===== config.mk =====
export PLATFORM = sky130hd
export DESIGN_NAME = reg_shadow_stack
export DESIGN_NICKNAME = d
export VERILOG_FILES = /design/src/rtl/rss_pkg.sv /design/src/rtl/rss_req_decode.sv /design/src/rtl/rss_depth_fsm.sv /design/src/rtl/rss_lifo.sv /design/src/rtl/reg_shadow_stack.sv
export SDC_FILE = /design/constraint.sdc
export NUM_CORES = 1
export LEC_CHECK = 0
export BUFFER_PORTS_ARGS = -buffer_cell sky130_fd_sc_hd__buf_2
export CAP_MARGIN = 20
export CORE_ASPECT_RATIO = 0.7
export CORE_UTILIZATION = 59
export CTS_CLUSTER_DIAMETER = 60
export DETAILED_ROUTE_END_ITERATION = 10
export PLACE_DENSITY = 0.78
export SLEW_MARGIN = 20
export SYNTH_ARGS = -nofsm -noshare
export SYNTH_HDL_FRONTEND = slang
export SYNTH_HIERARCHICAL = 1
export SYNTH_SLANG_ARGS = --single-unit
export TNS_END_PERCENT = 20

===== constraint.sdc =====
create_clock -name clk -period 4.01 [get_ports clk]
set_clock_uncertainty 0.15 [all_clocks]
set_input_delay 0.2005 -clock clk [delete_from_list [all_inputs] [get_ports clk]]
set_output_delay 0.2005 -clock clk [all_outputs]
set_load 0.01 [all_outputs]

===== src/rtl/rss_pkg.sv =====
package rss_pkg;

    // Fill regime of the shared stack level
    typedef enum logic [1:0] {
        ST_EMPTY   = 2'd0,
        ST_PARTIAL = 2'd1,
        ST_FULL    = 2'd2
    } fill_state_e;

    // Operation requested in the current cycle
    typedef enum logic [1:0] {
        OP_IDLE    = 2'd0,
        OP_SAVE    = 2'd1,
        OP_RESTORE = 2'd2,
        OP_CLASH   = 2'd3
    } stack_op_e;

    localparam int NUM_REGS = 3;
    localparam int REG_ACC  = 0;
    localparam int REG_X    = 1;
    localparam int REG_Y    = 2;

endpackage


===== src/rtl/rss_req_decode.sv =====
module rss_req_decode
    import rss_pkg::*;
(
    input  logic      irq_enter,
    input  logic      irq_return,
    input  logic      push_all,
    input  logic      pull_all,
    output logic      save_req,
    output logic      restore_req,
    output stack_op_e op
);

    // Interrupt and instruction sources merge into one request of each kind
    always_comb begin
        save_req    = irq_enter  | push_all;
        restore_req = irq_return | pull_all;
        unique case ({save_req, restore_req})
            2'b10:   op = OP_SAVE;
            2'b01:   op = OP_RESTORE;
            2'b11:   op = OP_CLASH;
            default: op = OP_IDLE;
        endcase
    end

endmodule


===== src/rtl/rss_depth_fsm.sv =====
module rss_depth_fsm
    import rss_pkg::*;
#(
    parameter int DEPTH = 8,
    parameter int PTR_W = $clog2(DEPTH + 1)
) (
    input  logic             clk,
    input  logic             rst_n,
    input  stack_op_e        op,
    output logic             do_push,
    output logic             do_pop,
    output logic [PTR_W-1:0] fill_cnt,
    output logic             load_stb,
    output logic             overflow,
    output logic             underflow,
    output logic             clash_err
);

    localparam logic [PTR_W-1:0] LVL_LAST = PTR_W'(DEPTH - 1);
    localparam logic [PTR_W-1:0] LVL_ONE  = PTR_W'(1);

    fill_state_e      state_q, state_d;
    logic [PTR_W-1:0] cnt_q, cnt_d;
    logic             ovf_d, unf_d, err_d;

    // Next-state and operation decode
    always_comb begin
        state_d = state_q;
        cnt_d   = cnt_q;
        do_push = 1'b0;
        do_pop  = 1'b0;
        ovf_d   = 1'b0;
        unf_d   = 1'b0;
        err_d   = 1'b0;
        if (op == OP_CLASH) begin
            err_d = 1'b1;
        end else begin
            unique case (state_q)
                ST_EMPTY: begin
                    if (op == OP_SAVE) begin
                        do_push = 1'b1;
                        cnt_d   = cnt_q + 1'b1;
                        state_d = ST_PARTIAL;
                    end else if (op == OP_RESTORE) begin
                        unf_d = 1'b1;
                    end
                end
                ST_PARTIAL: begin
                    if (op == OP_SAVE) begin
                        do_push = 1'b1;
                        cnt_d   = cnt_q + 1'b1;
                        if (cnt_q == LVL_LAST) begin
                            state_d = ST_FULL;
                        end
                    end else if (op == OP_RESTORE) begin
                        do_pop = 1'b1;
                        cnt_d  = cnt_q - 1'b1;
                        if (cnt_q == LVL_ONE) begin
                            state_d = ST_EMPTY;
                        end
                    end
                end
                ST_FULL: begin
                    if (op == OP_SAVE) begin
                        ovf_d = 1'b1;
                    end else if (op == OP_RESTORE) begin
                        do_pop  = 1'b1;
                        cnt_d   = cnt_q - 1'b1;
                        state_d = ST_PARTIAL;
                    end
                end
                default: begin
                    state_d = ST_EMPTY;
                    cnt_d   = '0;
                end
            endcase
        end
    end

    // State register
    always_ff @(posedge clk or negedge rst_n) begin
        if (!rst_n) begin
            state_q <= ST_EMPTY;
            cnt_q   <= '0;
        end else begin
            state_q <= state_d;
            cnt_q   <= cnt_d;
        end
    end

    // Registered strobe and flags
    always_ff @(posedge clk or negedge rst_n) begin
        if (!rst_n) begin
            load_stb  <= 1'b0;
            overflow  <= 1'b0;
            underflow <= 1'b0;
            clash_err <= 1'b0;
        end else begin
            load_stb  <= do_pop;
            overflow  <= ovf_d;
            underflow <= unf_d;
            clash_err <= err_d;
        end
    end

    assign fill_cnt = cnt_q;

endmodule


===== src/rtl/rss_lifo.sv =====
module rss_lifo #(
    parameter int DATA_W = 8,
    parameter int DEPTH  = 8,
    parameter int PTR_W  = $clog2(DEPTH + 1)
) (
    input  logic              clk,
    input  logic              rst_n,
    input  logic              push,
    input  logic              pop,
    input  logic [PTR_W-1:0]  level,
    input  logic [DATA_W-1:0] din,
    output logic [DATA_W-1:0] dout
);

    localparam int IDX_W = $clog2(DEPTH);

    logic [DATA_W-1:0] mem [DEPTH];
    logic [IDX_W-1:0]  wr_idx;
    logic [IDX_W-1:0]  rd_idx;
    logic [PTR_W-1:0]  level_m1;

    always_comb begin
        level_m1 = level - 1'b1;
        wr_idx   = level[IDX_W-1:0];
        rd_idx   = level_m1[IDX_W-1:0];
    end

    // Entries are only read after being written, so they need no reset
    always_ff @(posedge clk) begin
        if (push) begin
            mem[wr_idx] <= din;
        end
    end

    always_ff @(posedge clk or negedge rst_n) begin
        if (!rst_n) begin
            dout <= '0;
        end else if (pop) begin
            dout <= mem[rd_idx];
        end
    end

endmodule


===== src/rtl/reg_shadow_stack.sv =====
module reg_shadow_stack
    import rss_pkg::*;
#(
    parameter int DATA_W = 8,
    parameter int DEPTH  = 8
) (
    input  logic              clk,
    input  logic              rst_n,
    input  logic              irq_enter,
    input  logic              irq_return,
    input  logic              push_all,
    input  logic              pull_all,
    input  logic [DATA_W-1:0] acc_in,
    input  logic [DATA_W-1:0] x_in,
    input  logic [DATA_W-1:0] y_in,
    output logic [DATA_W-1:0] acc_out,
    output logic [DATA_W-1:0] x_out,
    output logic [DATA_W-1:0] y_out,
    output logic              load_stb,
    output logic              overflow,
    output logic              underflow,
    output logic              clash_err
);

    localparam int PTR_W = $clog2(DEPTH + 1);

    stack_op_e        op;
    logic             save_req, restore_req;
    logic             do_push, do_pop;
    logic [PTR_W-1:0] fill_cnt;
    logic [DATA_W-1:0] reg_in  [NUM_REGS];
    logic [DATA_W-1:0] reg_out [NUM_REGS];

    rss_req_decode u_decode (
        .irq_enter   (irq_enter),
        .irq_return  (irq_return),
        .push_all    (push_all),
        .pull_all    (pull_all),
        .save_req    (save_req),
        .restore_req (restore_req),
        .op          (op)
    );

    rss_depth_fsm #(
        .DEPTH (DEPTH),
        .PTR_W (PTR_W)
    ) u_fsm (
        .clk       (clk),
        .rst_n     (rst_n),
        .op        (op),
        .do_push   (do_push),
        .do_pop    (do_pop),
        .fill_cnt  (fill_cnt),
        .load_stb  (load_stb),
        .overflow  (overflow),
        .underflow (underflow),
        .clash_err (clash_err)
    );

    assign reg_in[REG_ACC] = acc_in;
    assign reg_in[REG_X]   = x_in;
    assign reg_in[REG_Y]   = y_in;

    // One private LIFO per saved register, all sharing the same level
    for (genvar g = 0; g < NUM_REGS; g++) begin : g_stack
        rss_lifo #(
            .DATA_W (DATA_W),
            .DEPTH  (DEPTH),
            .PTR_W  (PTR_W)
        ) u_lifo (
            .clk   (clk),
            .rst_n (rst_n),
            .push  (do_push),
            .pop   (do_pop),
            .level (fill_cnt),
            .din   (reg_in[g]),
            .dout  (reg_out[g])
        );
    end

    assign acc_out = reg_out[REG_ACC];
    assign x_out   = reg_out[REG_X];
    assign y_out   = reg_out[REG_Y];

endmodule


After elaboration in Yosys (flattened, before gate mapping) --
Memories as Yosys holds them, arrays and structs flattened. A register that Yosys moved wholly into a read port is not among the register bits. Cells that the tools add are included.
Cells by class: multiply operators 0, bitwise gates (word level) 3, add/sub/neg operators 2, equal/unequal tests 16, order comparisons 0, div/mod/pow operators 0, multiplexer cells 28, reduce and logical (&&, ||, !) cells 8, shifts and indexed selects 0
Operators with widths (count):
- $mux W4 | 4
- $mux W1 | 14
- $mux W2 | 7
- $pmux W2 S3 | 2
- $pmux W4 S3 | 1
- $eq A2 B2 Y1 const B | 5
- $reduce_and A7 Y1 | 1
- $eq A2 B1 Y1 const B | 3
- $ne A3 B1 Y1 const B | 2
- $add A4 B1 Y4 const B | 1
- $eq A4 B1 Y1 const B | 1
- $eq A4 B3 Y1 const B | 1
- $ne A2 B1 Y1 const B | 2
- $reduce_or A2 Y1 | 2
- $sub A4 B1 Y4 const B | 1
- $logic_not A1 Y1 | 3
- $ne A3 B3 Y1 const B | 1
- $reduce_and A3 Y1 | 1
- $logic_not A2 Y1 | 1
- $ne A2 B2 Y1 const B | 1
- $or A1 B1 Y1 | 2
- $not A1 Y1 | 1
Storage, ports and cells: memories 3, RAM bits 192, memory bits (read-only) 0, output and inout bits 28, latch bits 0, bits in registers 10
Memory list:
- g_stack[0].u_lifo.mem | depth 8, width 8, read ports 1, clocked after Yosys merged registers in 1, write ports 1, line rss_lifo.sv:17 | logic [DATA_W-1:0] mem [DEPTH];
- g_stack[1].u_lifo.mem | depth 8, width 8, read ports 1, clocked after Yosys merged registers in 1, write ports 1, line rss_lifo.sv:17
- g_stack[2].u_lifo.mem | depth 8, width 8, read ports 1, clocked after Yosys merged registers in 1, write ports 1, line rss_lifo.sv:17

Depth between registers and ports, before layout --
depth in word-level cells 9, gate-level depth with buffers 9

Cells and area by module --
The synthesis kept the hierarchy.
Modules (own cells, without submodules):
- rss_lifo at g_stack[0].u_lifo ... | cells an instance 164, area each 2886.5 um2, sequential area each 2122.0 um2, instances 2
- rss_lifo at g_stack[2].u_lifo | cells an instance 164, area each 2894.0 um2, sequential area each 2122.0 um2, instances 1
- rss_depth_fsm | cells an instance 80, area each 765.7 um2, sequential area each 250.2 um2, instances 1
- rss_req_decode | cells an instance 4, area each 27.5 um2, sequential area each 0.0 um2, instances 1

Least setup slack after synthesis --
No wires, ideal clock.
kind input port to flip-flop, start input port pull_all, end memory g_stack[2].u_lifo.mem[4][0] (enable), setup slack 1301 ps, arrival time 2175 ps, stages on the path 8, buffers on the path 2, data required time 3477 ps, cell sequence or2_1 > buf_4 > inv_1 > ha_1 > buf_6 > nor3b_1 > nand2_1 > nor3_1
Between the ends: longest elaborated chain between the ends 9, elaborated cells on any way between the ends 12, those cells by class eq/ne (5); mux (6); bitwise (1)
RTL lines:
- start: declaration | line reg_shadow_stack.sv:12 | input logic pull_all,
- $or A1 B1 Y1 (*) | line rss_req_decode.sv:16 | restore_req = irq_return | pull_all;
- $eq A2 B2 Y1 or $eq A2 B1 Y1 (tied branches) | line rss_req_decode.sv:17 | unique case ({save_req, restore_req})
- $pmux W2 S3 (*) | line rss_req_decode.sv:17
- named net op[1] | line reg_shadow_stack.sv:27 | stack_op_e op;
- $eq A2 B1 Y1 | line rss_depth_fsm.sv:40, rss_depth_fsm.sv:49
- $mux W1 | line rss_depth_fsm.sv:40, rss_depth_fsm.sv:49
- $mux W1
- $mux W1 (*) | line rss_depth_fsm.sv:35 | if (op == OP_CLASH) begin
- named net do_push | line reg_shadow_stack.sv:29 | logic do_push, do_pop;
- $mux W1 (*) | line rss_lifo.sv:30 | if (push) begin
- $mux W1 (not written as such) (*) | line rss_lifo.sv:31 | mem[wr_idx] <= din;
- end: declaration | line rss_lifo.sv:17
The timed path passes the listed nets; every way through them passes the cells marked *.

Final worst setup path --
start register u_fsm.state_q[1], end memory g_stack[2].u_lifo.mem[4][7] (enable)
Between the ends: longest elaborated chain between the ends 6, elaborated cells on any way between the ends 7, those cells by class eq/ne (1); mux (4); reduce/logical (2)
RTL lines:
- start: declaration | line rss_depth_fsm.sv:22 | fill_state_e state_q, state_d;
- start signal: assignment | line rss_depth_fsm.sv:86 | state_q <= state_d;
- $eq A2 B1 Y1 or $logic_not A2 Y1 (tied branches) | line rss_depth_fsm.sv:38 | unique case (state_q)
- $reduce_or A2 Y1 (no source line) (*)
- $mux W1 (*)
- $mux W1 (*) | line rss_depth_fsm.sv:35
- named net do_push | line reg_shadow_stack.sv:29
- $mux W1 (*) | line rss_lifo.sv:30
- $mux W1 (not written as such) (*) | line rss_lifo.sv:31
Marks and branches as above.

==> flow_summary.ini <==
[logic_synthesis]
ys.warnings.count = 6
syn-num-nets = 619
synth_top_cell_area_share_pct = 60.9
synth-async-reset-ratio_pct = 15.0
synth_compound_area_share_pct = 9.30
synth_area_leader_cell = edfxtp_1
synth_fa_ha_area_share_pct = 1.72
synthDistinctLibCells = 44
synth-xor-area-share_pct = 0.516
synthMuxAreaShare_pct = 10.4
syn_area_mm2 = 0.00946
ys_ff_latch = 226
synth_area_leaders = edfxtp_1 (61%), mux2i_1 (10%), dfrtp_1 (9.0%)
synth_top_family_by_area = multiplexers
synth.avg_cell_area_um2 = 16.4
synth_edf_count = 192
synthSimpleGateAreaFrac_pct = 5.70
postSynthCellCount = 576
synthFlopType = edfxtp_1
ys_seq_area_share_pct = 69.9

[placement]
io_buffers = 57
post-dp-hpwl_mm = 11.9
place_congestion = 0.843
dp_cells = 821

[routing]
vias_per_cell = 5.84
wirelength_mm = 18.1
wl_per_cell_um = 20.5
vias = 5152
drc = 0
ant_nets = 0
dr.pass1.iters = 5
drt_iter0_markers = 307

[pwr]
p_leak_nw = 4.00
p_sw_mw = 2.51
combPwrFrac_pct = 37.8
p_sw_share_pct = 33.5
intPower_mw = 4.99
powerDensity_mw_per_mm2 = 695
p_clk_share_pct = 24.4
peakVddDrop_mv = 0.347
sequentialPowerShare_pct = 37.8

[clock_tree]
holdBufCountCts = 25
cts_sinks = 226
cts-resized-gates = 0
cts_tree = done
cts_root_buf = clkbuf_16
numCtsBuffers = 21
clock_latency_ns = 0.49
path_clk_slew_ns = 0.07
htreeDepth = 1
post_cts_buffers = 0
cts_buffer_depth = 3

[setup_path]
endpoint_kind = flip-flop
crit_chain = inv_1, ha_1, nor2_1, nor3b_1, buf_4, nand2_1, nor3_1, buf_4
crit_type = flip-flop to flip-flop
reg2reg_from = u_fsm/state_q[1]
reg2reg_depth = 8
critPathLaunchType = flip-flop
critPathRequiredTime_ns = 4.05
crit_path_frequent_cell = buf_4
arrival_ns = 2.85
r2r_end = g_stack[2].u_lifo/mem[4][7]
critPathMaxFanout = 8
reg2reg_slack_ns = 1.20
slowest_delay_ns = 0.52
cpMaxStageDelayCell = nor3_1

[global_route]
antenna_found_initial = 0
grt_pass1_vias = 5124
grt_util_all_layers_pct = 22.7
grt_max_degree = 50
grt_overflow = 0
grt_pass1_wl_mm = 28.5

[floorplanning]
io_pins = 58
num_rows = 38
die_area_mm2 = 0.0166
core_area_mm2 = 0.0156
die_y_um = 108
initial_core_util_pct = 60.7
chipWidth_um = 153

[min_path]
hp-start = irq_return
min_path_type = input pin to flip-flop
whs_endpoint = u_fsm/clash_err
holdPathStages = 3

[timing]
tightest_slew_ns = 1.00
rsz0062_at_grt = no
fin_crit_sh_pct = 70.1
finalSetupTns_ns = 0
relSlewSlack_pct = 33.3
clock.fmax_ghz = 0.356
fin_crit_ns = 2.81
finalSetupViolCount = 0
drv_slew = 0
hold_viol = 0

[cells_and_area]
drive_gt1_share_pct = 20.4
area_growth_pct = 14.2
diodes = 0
layout.cells.non_filler = 882
nets = 712
fillCellCount = 969

[flow_run]
maxCapViolCount = 0

[outcome]
status = complete, no violations
[final cells by class]
cell class / instances / area [um2] / area share [%]
inverters: 15 / 56.3 / 0.521
well taps: 200 / 250 / 2.32
clock inverters: 6 / 53.8 / 0.498
multi-input cells: 310 / 2610 / 24.2
flip-flops and latches: 226 / 6620 / 61.2
repair buffers: 95 / 646 / 5.98
clock buffers: 30 / 569 / 5.27
[placed cells by master, fill, tap and decap left out, drive strengths merged, types with 24 or more instances in the layout]
| cell | count |
|---|---|
| edfxtp | 192 |
| dlygate4sd3 | 25 |
| a22oi | 48 |
| buf | 70 |
| nor2 | 26 |
| a31o | 24 |
| clkbuf | 30 |
| mux2i | 98 |
| nor2b | 26 |
| dfrtp | 34 |
[sequential cells by signal, summed over array words and instances, names as in the netlist]
| name | count |
|---|---|
| g_stack.u_lifo/dout | 24 |
| g_stack.u_lifo/mem | 192 |
| u_fsm/clash_err | 1 |
| u_fsm/fill_cnt | 4 |
| u_fsm/load_stb | 1 |
| u_fsm/overflow | 1 |
| u_fsm/state_q | 2 |
| u_fsm/underflow | 1 |
[stage by stage]
stage	utilization (%)	hold WS (ns)	setup slack (ns)	power (mW)	area [um2]
after detailed placement	63.7	0.231	1.06	5.68	9930
after global routing	69.3	0.182	1.03	7.87	10800
final	69.3	0.128	1.20	7.50	10800
after global placement	63.7	0.212	1.15	5.61	9930
after CTS	69.3	0.111	1.23	7.53	10800
after floorplan	-	-0.245	1.30	5.09	9460
[metal layers]
| metal | global-route usage [%] | wire length, um | vias to the layer above |
|---|---|---|---|
| met4 | 5.29 | 281 | 0 |
| met1 | 33.3 | 8420 | 2565 |
| li1 | - | - | 2415 |
| met2 | 35.8 | 8440 | 147 |
| met3 | 4.13 | 918 | 25 |
| met5 | 0 | 0 | - |
[synthesized netlist by cell type, drive strengths merged, types with 2 or more instances]
| library cell | n |
|---|---|
| nor2b | 26 |
| a21oi | 4 |
| o311ai | 2 |
| clkbuf | 4 |
| and2 | 7 |
| nand2b | 4 |
| o21bai | 3 |
| o21ai | 9 |
| a31o | 24 |
| edfxtp | 192 |
| a22oi | 48 |
| nor2 | 26 |
| buf | 21 |
| inv | 15 |
| mux2i | 98 |
| dfrtp | 34 |
| nand3 | 3 |
| ha | 13 |
| and3b | 3 |
| or2 | 2 |
| nand2 | 18 |
| nor3 | 6 |
| xnor2 | 3 |
[power groups by stage]
| stage | clock network, mW | logic [mW] | registers, mW |
|---|---|---|---|
| CTS | 1.86 | 2.84 | 2.84 |
| finish | 1.83 | 2.83 | 2.84 |
| global route | 1.97 | 3.05 | 2.86 |
| detailed placement | 0 | 2.79 | 2.88 |
| global placement | 0 | 2.73 | 2.88 |
| floorplan | 0 | 2.13 | 2.96 |
[worst max path at each step]
stage | from | endpoint | slack (ns)
2_1_floorplan | pull_all | g_stack[2].u_lifo/mem[4][0] | 1.30
3_3_place_gp | pull_all | g_stack[2].u_lifo/mem[4][6] | 1.15
3_5_place_dp | pull_all | g_stack[2].u_lifo/mem[5][1] | 1.06
4_1_cts | u_fsm/state_q[1] | g_stack[2].u_lifo/mem[4][7] | 1.23
5_1_grt | u_fsm/state_q[1] | g_stack[2].u_lifo/mem[4][6] | 1.03
6_report | u_fsm/state_q[1] | g_stack[2].u_lifo/mem[4][7] | 1.20
[critical path, delay by kind of cell (launching register included)]
kind,cells,cell delay [ns]
simple gates,4,1.04
buf+inv,3,0.59
flops,1,0.40
fa+ha+maj,1,0.31
[cell families after synthesis]
group	after synthesis
and+or+nand+nor	98
DFF	226
xor gates and xnor gates	3
buffers and inverters	40
adders and majority gates	13
AOI/OAI and AO/OA	98
muxes	98
Note: power is estimated with default switching activity, not from simulation.
